## config.mk

```make
export PLATFORM = sky130hd
export DESIGN_NAME = atomic_bridge16
export DESIGN_NICKNAME = d
export VERILOG_FILES = /design/src/rtl/bridge16_pkg.sv /design/src/rtl/bridge16_decode.sv /design/src/rtl/bridge16_temp.sv /design/src/rtl/bridge16_reg.sv /design/src/rtl/bridge16_rdmux.sv /design/src/rtl/atomic_bridge16.sv
export SDC_FILE = /design/constraint.sdc
export NUM_CORES = 1
export LEC_CHECK = 0
export BUFFER_PORTS_ARGS = -buffer_cell sky130_fd_sc_hd__buf_4
export CORE_ASPECT_RATIO = 1.75
export CORE_MARGIN = 1
export CORE_UTILIZATION = 45
export DETAILED_ROUTE_END_ITERATION = 10
export GPL_TIMING_DRIVEN = 0
export PLACE_DENSITY = 0.75
export RECOVER_POWER = 50
export REMOVE_ABC_BUFFERS = 1
export SYNTH_ARGS = -nofsm -noshare
export SYNTH_HDL_FRONTEND = slang
export SYNTH_SLANG_ARGS = --single-unit
export TNS_END_PERCENT = 50
```

## constraint.sdc

```tcl
create_clock -name clk -period 1.6 [get_ports clk]
set_clock_uncertainty 0.1 [all_clocks]
set_input_delay 0.16 -clock clk [delete_from_list [all_inputs] [get_ports clk]]
set_output_delay 0.16 -clock clk [all_outputs]
set_load 0.01 [all_outputs]
```

## src/rtl/bridge16_pkg.sv

```systemverilog
package bridge16_pkg;

  // Fixed byte addresses of the bridge; 16-bit registers follow from 2 upward.
  localparam int unsigned HOLD_ADDR = 0;
  localparam int unsigned SCR_ADDR  = 1;
  localparam int unsigned PAIR_BASE = 2;

  // Source of the next registered read byte.
  typedef enum logic [2:0] {
    RS_HOLD_OUT = 3'd0,  // no read this cycle: keep last byte
    RS_TEMP     = 3'd1,
    RS_SCR      = 3'd2,
    RS_LO       = 3'd3,
    RS_HI       = 3'd4,
    RS_ZERO     = 3'd5
  } rd_src_e;

  function automatic int unsigned lo_addr(input int unsigned k);
    return PAIR_BASE + 2 * k;
  endfunction

  function automatic int unsigned hi_addr(input int unsigned k);
    return PAIR_BASE + 2 * k + 1;
  endfunction

endpackage

```

## src/rtl/bridge16_decode.sv

```systemverilog
module bridge16_decode
  import bridge16_pkg::*;
#(
  parameter int N_REGS = 2,
  parameter int ADDR_W = 4,
  localparam int IDX_W = (N_REGS > 1) ? $clog2(N_REGS) : 1
) (
  input  logic              clk,
  input  logic              rst,
  input  logic [ADDR_W-1:0] addr,
  input  logic              wr,
  input  logic              rd,
  output logic              wr_tmp,
  output logic              wr_scr,
  output logic [N_REGS-1:0] wr_lo,
  output logic [N_REGS-1:0] wr_hi,
  output logic [N_REGS-1:0] rd_lo,
  output rd_src_e           rd_src,
  output logic [IDX_W-1:0]  rd_idx
);

  logic              rd_go;
  logic [N_REGS-1:0] lo_hit;
  logic [N_REGS-1:0] hi_hit;

  // a write in the same cycle masks the read entirely
  assign rd_go = rd & ~wr;

  for (genvar k = 0; k < N_REGS; k++) begin : g_hit
    assign lo_hit[k] = (addr == ADDR_W'(lo_addr(k)));
    assign hi_hit[k] = (addr == ADDR_W'(hi_addr(k)));
    assign wr_lo[k]  = wr & lo_hit[k];
    assign wr_hi[k]  = wr & hi_hit[k];
    assign rd_lo[k]  = rd_go & lo_hit[k];
  end

  assign wr_tmp = wr & (addr == ADDR_W'(HOLD_ADDR));
  assign wr_scr = wr & (addr == ADDR_W'(SCR_ADDR));

  always_comb begin
    rd_idx = '0;
    for (int k = 0; k < N_REGS; k++) begin
      if (lo_hit[k] || hi_hit[k]) rd_idx = IDX_W'(k);
    end
  end

  always_comb begin
    if (!rd_go)                              rd_src = RS_HOLD_OUT;
    else if (addr == ADDR_W'(HOLD_ADDR))     rd_src = RS_TEMP;
    else if (addr == ADDR_W'(SCR_ADDR))      rd_src = RS_SCR;
    else if (|lo_hit)                        rd_src = RS_LO;
    else if (|hi_hit)                        rd_src = RS_HI;
    else                                     rd_src = RS_ZERO;
  end


  wr_masks_rd_chk: assert property (@(posedge clk) disable iff (rst)
    (wr && rd) |-> (rd_src == RS_HOLD_OUT && rd_lo == '0));

endmodule

```

## src/rtl/bridge16_temp.sv

```systemverilog
module bridge16_temp (
  input  logic       clk,
  input  logic       rst,
  input  logic       ld_bus,
  input  logic [7:0] bus_d,
  input  logic       ld_cap,
  input  logic [7:0] cap_d,
  output logic [7:0] q
);

  always_ff @(posedge clk) begin
    if (rst)         q <= '0;
    else if (ld_bus) q <= bus_d;
    else if (ld_cap) q <= cap_d;
  end


  hi_capture_chk: assert property (@(posedge clk) disable iff (rst)
    (ld_cap && !ld_bus) |=> (q == $past(cap_d)));


  hold_write_chk: assert property (@(posedge clk) disable iff (rst)
    ld_bus |=> (q == $past(bus_d)));

endmodule

```

## src/rtl/bridge16_reg.sv

```systemverilog
module bridge16_reg #(
  parameter int DW = 16,
  localparam int HW = DW / 2
) (
  input  logic          clk,
  input  logic          rst,
  input  logic          hw_we,
  input  logic [DW-1:0] hw_d,
  input  logic          commit,
  input  logic [HW-1:0] hi_d,
  input  logic [HW-1:0] lo_d,
  output logic [DW-1:0] q,
  output logic          load
);

  always_ff @(posedge clk) begin
    if (rst) begin
      q    <= '0;
      load <= 1'b0;
    end else begin
      load <= commit;
      if (commit)     q <= {hi_d, lo_d};
      else if (hw_we) q <= hw_d;
    end
  end


  pair_commit_chk: assert property (@(posedge clk) disable iff (rst)
    commit |=> (q == {$past(hi_d), $past(lo_d)}) && load);


  load_single_chk: assert property (@(posedge clk) disable iff (rst)
    load |=> !load || $past(commit));


  hw_load_chk: assert property (@(posedge clk) disable iff (rst)
    (hw_we && !commit) |=> (q == $past(hw_d)));

endmodule

```

## src/rtl/bridge16_rdmux.sv

```systemverilog
module bridge16_rdmux
  import bridge16_pkg::*;
#(
  parameter int N_REGS = 2,
  localparam int IDX_W = (N_REGS > 1) ? $clog2(N_REGS) : 1
) (
  input  logic                 clk,
  input  logic                 rst,
  input  rd_src_e              src,
  input  logic [IDX_W-1:0]     idx,
  input  logic [7:0]           tmp,
  input  logic [7:0]           scr,
  input  logic [16*N_REGS-1:0] regs,
  output logic [7:0]           rdata
);

  logic [7:0] lo_sel;

  assign lo_sel = regs[int'(idx)*16 +: 8];

  always_ff @(posedge clk) begin
    if (rst) rdata <= '0;
    else begin
      unique case (src)
        RS_TEMP:     rdata <= tmp;
        RS_SCR:      rdata <= scr;
        RS_LO:       rdata <= lo_sel;
        RS_HI:       rdata <= tmp;
        RS_ZERO:     rdata <= '0;
        default:     rdata <= rdata;
      endcase
    end
  end


  hi_from_hold_chk: assert property (@(posedge clk) disable iff (rst)
    (src == RS_HI) |=> (rdata == $past(tmp)));


  rdata_keep_chk: assert property (@(posedge clk) disable iff (rst)
    (src == RS_HOLD_OUT) |=> $stable(rdata));


  unmapped_zero_chk: assert property (@(posedge clk) disable iff (rst)
    (src == RS_ZERO) |=> (rdata == 8'h00));

endmodule

```

## src/rtl/atomic_bridge16.sv

```systemverilog
module atomic_bridge16
  import bridge16_pkg::*;
#(
  parameter int N_REGS = 2,
  parameter int ADDR_W = 4,
  localparam int IDX_W = (N_REGS > 1) ? $clog2(N_REGS) : 1,
  localparam int DW    = 16 * N_REGS
) (
  input  logic              clk,
  input  logic              rst,
  input  logic [ADDR_W-1:0] bus_addr,
  input  logic              bus_wr,
  input  logic              bus_rd,
  input  logic [7:0]        bus_wdata,
  output logic [7:0]        bus_rdata,
  input  logic [N_REGS-1:0] hw_we,
  input  logic [DW-1:0]     hw_data,
  output logic [DW-1:0]     reg_q,
  output logic [N_REGS-1:0] reg_load
);

  initial begin
    if (2 ** ADDR_W < PAIR_BASE + 2 * N_REGS)
      $error("ADDR_W too small for N_REGS pairs");
  end

  logic              wr_tmp, wr_scr;
  logic [N_REGS-1:0] wr_lo, wr_hi, rd_lo;
  rd_src_e           rd_src;
  logic [IDX_W-1:0]  rd_idx;
  logic [7:0]        hold_q;
  logic [7:0]        scr_q;
  logic [7:0]        cap_byte;

  bridge16_decode #(.N_REGS(N_REGS), .ADDR_W(ADDR_W)) u_dec (
    .clk    (clk),
    .rst    (rst),
    .addr   (bus_addr),
    .wr     (bus_wr),
    .rd     (bus_rd),
    .wr_tmp (wr_tmp),
    .wr_scr (wr_scr),
    .wr_lo  (wr_lo),
    .wr_hi  (wr_hi),
    .rd_lo  (rd_lo),
    .rd_src (rd_src),
    .rd_idx (rd_idx)
  );

  // upper byte of the register whose low half is being read
  assign cap_byte = reg_q[int'(rd_idx)*16 + 8 +: 8];

  bridge16_temp u_hold (
    .clk    (clk),
    .rst    (rst),
    .ld_bus (wr_tmp | (|wr_lo)),
    .bus_d  (bus_wdata),
    .ld_cap (|rd_lo),
    .cap_d  (cap_byte),
    .q      (hold_q)
  );

  always_ff @(posedge clk) begin
    if (rst)         scr_q <= '0;
    else if (wr_scr) scr_q <= bus_wdata;
  end

  for (genvar k = 0; k < N_REGS; k++) begin : g_reg
    bridge16_reg #(.DW(16)) u_reg (
      .clk    (clk),
      .rst    (rst),
      .hw_we  (hw_we[k]),
      .hw_d   (hw_data[k*16 +: 16]),
      .commit (wr_hi[k]),
      .hi_d   (bus_wdata),
      .lo_d   (hold_q),
      .q      (reg_q[k*16 +: 16]),
      .load   (reg_load[k])
    );


    lo_write_stable_chk: assert property (@(posedge clk) disable iff (rst)
      (wr_lo[k] && !hw_we[k]) |=> $stable(reg_q[k*16 +: 16]) && !reg_load[k]);


    bus_over_hw_chk: assert property (@(posedge clk) disable iff (rst)
      (wr_hi[k] && hw_we[k]) |=> (reg_q[k*16+8 +: 8] == $past(bus_wdata)));
  end

  bridge16_rdmux #(.N_REGS(N_REGS)) u_rd (
    .clk   (clk),
    .rst   (rst),
    .src   (rd_src),
    .idx   (rd_idx),
    .tmp   (hold_q),
    .scr   (scr_q),
    .regs  (reg_q),
    .rdata (bus_rdata)
  );


  reset_clear_chk: assert property (@(posedge clk)
    rst |=> (bus_rdata == 8'h00 && reg_q == '0 && reg_load == '0));

endmodule

```

==> Word level (Yosys, flattened, before mapping) <==
Index checks and enable logic that the tools add are counted.
{ "word_totals": {"register_bits": 58, "output_inout_bits": 42, "word_cells": 55} }
{ "op_classes": {"add_sub_neg": 1, "n_eq_ne": 10, "shifts": 2, "mux": 13, "n_bitwise": 11, "reduce_logical": 11} }
{ "ops": {"columns": ["operator", "count"], "rows": [
  ["$mux 16", 4],
  ["$pmux 8 s4", 1],
  ["$shiftx 32x6->8", 1],
  ["$shiftx 32x7->8", 1],
  ["$mux 8", 2],
  ["$mux 3", 4],
  ["$reduce_or 2->1", 5],
  ["$and 1x1->1", 9],
  ["$eq 4x2->1 const B", 2],
  ["$eq 4x3->1 const B", 2],
  ["$add 5x4->6 const B", 1],
  ["$eq 3x2->1 const B", 2],
  ["$eq 3x3->1 const B", 2],
  ["$reduce_bool 2->1", 3],
  ["$eq 4x1->1 const B", 1],
  ["$logic_not 4->1", 1],
  ["$reduce_bool 4->1", 1],
  ["$eq 3x1->1 const B", 1],
  ["$mux 1", 2],
  ["$logic_or 1x1->1", 1],
  ["$not 1->1", 1],
  ["$or 1x1->1", 1]
]} }

==> Longest topological paths before layout <==
{ "logic_depth": {"word_depth": 10, "depth_mapped": 7, "mapped_depth_nobuf": 4} }

==> Hierarchy <==
Synthesis repeated with hierarchy kept, for this count alone.
{ "unflattened": {"hier_cells": 315, "area_unflattened_um2": 3175.5} }
{ "modules_own_cells": {"columns": ["mod", "instances", "cells_each", "area_per_inst_um2", "seq_area_each_um2"], "rows": [
  ["bridge16_reg", 2, 73, 782.0, 340.3],
  ["bridge16_rdmux", 1, 71, 641.9, 160.2],
  ["atomic_bridge16", 1, 37, 429.2, 160.2],
  ["bridge16_temp", 1, 35, 369.1, 160.2],
  ["bridge16_decode", 1, 26, 171.4, 0.0]
]} }

==> Worst setup path after synthesis <==
Ideal clock, no wire load.
{ "synth_path": {"kind": "input port to flip-flop", "startpoint": "input port bus_addr[1]", "endpoint": "register u_rd.rdata[0]", "arrival_time_ns": 1.299, "required_time_ns": 1.380, "slack_ns": 0.081, "path_stages": 7, "cell_sequence": "buf_4 > or3b_1 > buf_6 > buf_6 > nand2_1 > a21oi_1 > a211o_1"} }
{ "synth_between": {"elab_chain_cells": 10} }
{ "synth_lines": {"columns": ["element", "line_no", "text"], "rows": [
  ["start, declared", "atomic_bridge16.sv:11", "input logic [ADDR_W-1:0] bus_addr,"],
  ["$eq 4x2->1 or $eq 4x3->1 (tied branches)", "bridge16_decode.sv:31", "assign hi_hit[k] = (addr == ADDR_W'(hi_addr(k)));"],
  ["$reduce_or 2->1", "bridge16_decode.sv:52", "else if (|hi_hit) rd_src = RS_HI;"],
  ["$mux 1", "bridge16_decode.sv:52", null],
  ["$mux 3", "bridge16_decode.sv:51", "else if (|lo_hit) rd_src = RS_LO;"],
  ["$mux 3", "bridge16_decode.sv:50", "else if (addr == ADDR_W'(SCR_ADDR)) rd_src = RS_SCR;"],
  ["$mux 3", "bridge16_decode.sv:49", "else if (addr == ADDR_W'(HOLD_ADDR)) rd_src = RS_TEMP;"],
  ["$mux 3", "bridge16_decode.sv:48", "if (!rd_go) rd_src = RS_HOLD_OUT;"],
  ["$eq 3x1->1 or $eq 3x3->1 (tied branches)", "bridge16_rdmux.sv:24", "unique case (src)"],
  ["$reduce_or 2->1 (no line)", null, null],
  ["$pmux 8 s4 or $reduce_bool 4->1 (tied branches)", null, null],
  ["end signal, assigned", "bridge16_rdmux.sv:25", "RS_TEMP: rdata <= tmp;"],
  ["end signal, assigned", "bridge16_rdmux.sv:26", "RS_SCR: rdata <= scr;"],
  ["end signal, assigned", "bridge16_rdmux.sv:27", "RS_LO: rdata <= lo_sel;"],
  ["end, declared", "bridge16_rdmux.sv:14", "output logic [7:0] rdata"]
]} }
Several ways; a longest one is shown, not always the timed one.
A chain may end at the register's enable or synchronous reset.

==> Worst setup path in the final report <==
{ "layout_path": {"startpoint": "input port bus_addr[3]", "endpoint": "register g_reg[0].u_reg.q[5]"} }
{ "layout_between": {"elab_chain_cells": 3} }
{ "layout_lines": {"columns": ["element", "line_no", "text"], "rows": [
  ["$eq 4x2->1 *", "bridge16_decode.sv:31", null],
  ["$and 1x1->1 *", "bridge16_decode.sv:33", "assign wr_hi[k] = wr & hi_hit[k];"],
  ["$mux 16 or $reduce_bool 2->1 (tied branches)", null, null],
  ["end signal, assigned", "bridge16_reg.sv:22", "if (commit) q <= {hi_d, lo_d};"],
  ["end signal, assigned", "bridge16_reg.sv:23", "else if (hw_we) q <= hw_d;"],
  ["end, declared", "bridge16_reg.sv:12", "output logic [DW-1:0] q,"]
]} }
Mark *: on every way between the ends. The rest lies on a longest branch, timed or not.

==> summary.txt <==
Area after DPL - 3450 um2
largest net degree at the start of global routing - 59
Hold Crit Class - primary input to register
vias in the first global route - 2593
Syn Area/Cell - 8.55 um2
register area share after synthesis - 41.7%
DRC Markers - 0
Crit Path Max Fanout - 20
RSZ-0062 raised after global routing - yes
clock sink count - 58
global-route wire length before repair - 12300 um
Rows - 37
Worst Path Buf+Inv - 2
Routed Wire Length - 7620 um
critical-path cell list - buf_4 > nor2_1 > nand4_1 > clkbuf_16 > a211oi_1
top cells by count, synth - dfxtp_1 (58), nor2_1 (48), nand2_1 (42), mux2i_1 (38), a211oi_1 (32)
final hold vios - 0
Max transition margin - 42.7%
worst slew pin tran - 0.854 ns
Tmin final - 1.54 ns
hpwl dp - 5140 um
post-synthesis mux area share - 13.6%
final worst setup slack - 0.0627 ns
Critical R2R Launch - g_reg[0].u_reg.q[14]$_SDFFE_PP0P_
leakage power - 1.54 nW
Routed Antenna Nets - 0
initial DRC count - 59
Root Buffer - clkbuf_8
CP top delay family - simple AND/OR/NAND/NOR gates
area share of fa/ha/maj cells after synthesis - 0%
outcome - finished clean
area delta synth->final - 27.4%
number of synthesized flops with an enable pin - 0
TritonCTS clock tree - yes
starting density of the core - 47.0%
antenna violations before repair - 0
final worst-path cycle share - 96.1%
fmax - 651 MHz
H-tree levels - 3
post-synth design cell area - 2790 um2
Post-layout nets - 453
Ys Warns - 0
Seq cells post-synth - 58
CP Launch Point - bus_addr[3]
Worst-Skew Late Latency - 0.33 ns
Clock transition at path regs - 0.06 ns
num ports - 92
peak supply drop - 0.629 mV
FFs w/ async S/R, synth - 0%
Post-Synth Simple-Gate Area - 19.4%
final setup vio count - 0
cell taking the most area after synthesis - dfxtp_1
vias per std cell - 5.43
final core occ - 59.9%
largest family of logic cells by synthesized area - compound AO/OA/AOI/OAI gates
Crit path largest cell delay - 0.58 ns
worst slack, placed - -1.38 ns
core area - 5930 um2
most frequent cell after synthesis - dfxtp_1
Wirelength per Cell - 15.7 um
Die Area - 6530 um2
type of origin of the critical path - primary input
max_cap viols - 0
pwr/cell area - 949 nW/um2
arrival time worst endpoint - 1.68 ns
Longest Clk Path Bufs - 2
CP Class - primary input to register
PortBufs - 91
Cells after Synth - 326
total number of vias - 2640
DIE WIDTH - 61.5 um
post-synth top area share - 41.7%
GR Overflow Total - 0
synth top area cells - dfxtp_1 (42%), mux2i_1 (14%), a211oi_1 (8.6%), nor2_1 (6.5%), nand2_1 (5.7%)
Finished Cell Area - 3550 um2
drt first pass iters - 4
post-synthesis xor/xnor area fraction - 0.628%
GP Congestion - 0.806
Critical Path Slowest Stage Cell - nand4_1
CP endpoint kind - register
post-synthesis compound-gate area fraction - 19.4%
total track usage - 25.3%
Hold WS - 0.0128 ns
worst hold start - bus_wdata[5]
Max Slew Vio Count - 0
critical path required time - 1.74 ns
cts bufs inserted - 9
layout cells sized above 1 - 18.4%
die height - 106 um
Diodes inserted - 0
Post-synth top flop - dfxtp_1
Distinct cells, synth - 32
[per-stage QoR]
stage / std cells / setup TNS (ns) / total power [W]
floorplan: 297 / -9.32 / 0.00180
global placement: 466 / -50.67 / 0.00210
detailed placement: 467 / -34.00 / 0.00211
CTS: 483 / -0.00942 / 0.00343
global route: 486 / -0.00684 / 0.00350
finish: 486 / 0 / 0.00337
[worst min-delay path: stages]
cell     delay (ns)
buf_4          0.12
nand3_1        0.06
a21oi_1        0.05
[flip-flops by register name, summed over array words and instances, names as in the netlist]
| signal | count |
|---|---|
| g.u_reg.q | 32 |
| u_rd.rdata | 8 |
| u_hold.q | 8 |
| g.u_reg.load | 2 |
| scr_q | 8 |
[cell usage in the layout (no fill, tap or decap), drive strengths merged, types with 5 or more instances in the layout]
cell / synthesis / final
dfxtp: 58 / 58
clkbuf: 16 / 58
buf: 13 / 52
nor2: 48 / 48
nand2: 42 / 42
mux2i: 38 / 38
a211oi: 33 / 33
a21oi: 23 / 23
nand3: 10 / 10
a211o: 7 / 7
nand3b: 5 / 5
and3: 5 / 5
[layer usage]
layer  track usage, %  wire (um)
met1             29.7       3130
met2             41.9       3960
met3             5.23        257
met4             12.1        264
met5                0          0
[final cells by class]
| type | count | area (um2) |
|---|---|---|
| sequential | 58 | 1160 |
| fill | 585 | 2370 |
| multi-input combinational | 239 | 1520 |
| clock inverter | 1 | 5.00 |
| clock buffer | 15 | 196 |
| timing repair buffer | 95 | 573 |
| tap | 78 | 97.6 |
[power breakdown]
part           internal (W)  switching, W
Combinational      0.000221      0.000252
Sequential          0.00152     0.0000543
Clock              0.000773      0.000556
Total               0.00251      0.000862
[cells by family after synthesis]
kind of cell	after synthesis
AOI/OAI and AO/OA	77
xor gates and xnor gates	2
buffers and inverters	29
DFF	58
muxes	38
and+or+nand+nor	122
[final timing paths]
kind / end / slack, ns / depth (start not counted)
worst min-delay path: scr_q[5]$_SDFFE_PP0P_ / 0.01 / 3
worst max register to register: u_hold.q[6]$_SDFFE_PP0P_ / 0.44 / 3
worst max-delay path: g_reg[0].u_reg.q[5]$_SDFFE_PP0P_ / 0.06 / 5
worst min register to register: scr_q[2]$_SDFFE_PP0P_ / 0.36 / 2
[what timing repair did]
item,CTS,global route
gates resized for setup,5,3
buffers inserted,0,3
setup endpoints to repair,33,33
gates cloned,0,0
hold buffers,0,0
(Power assumes the default switching activity.)
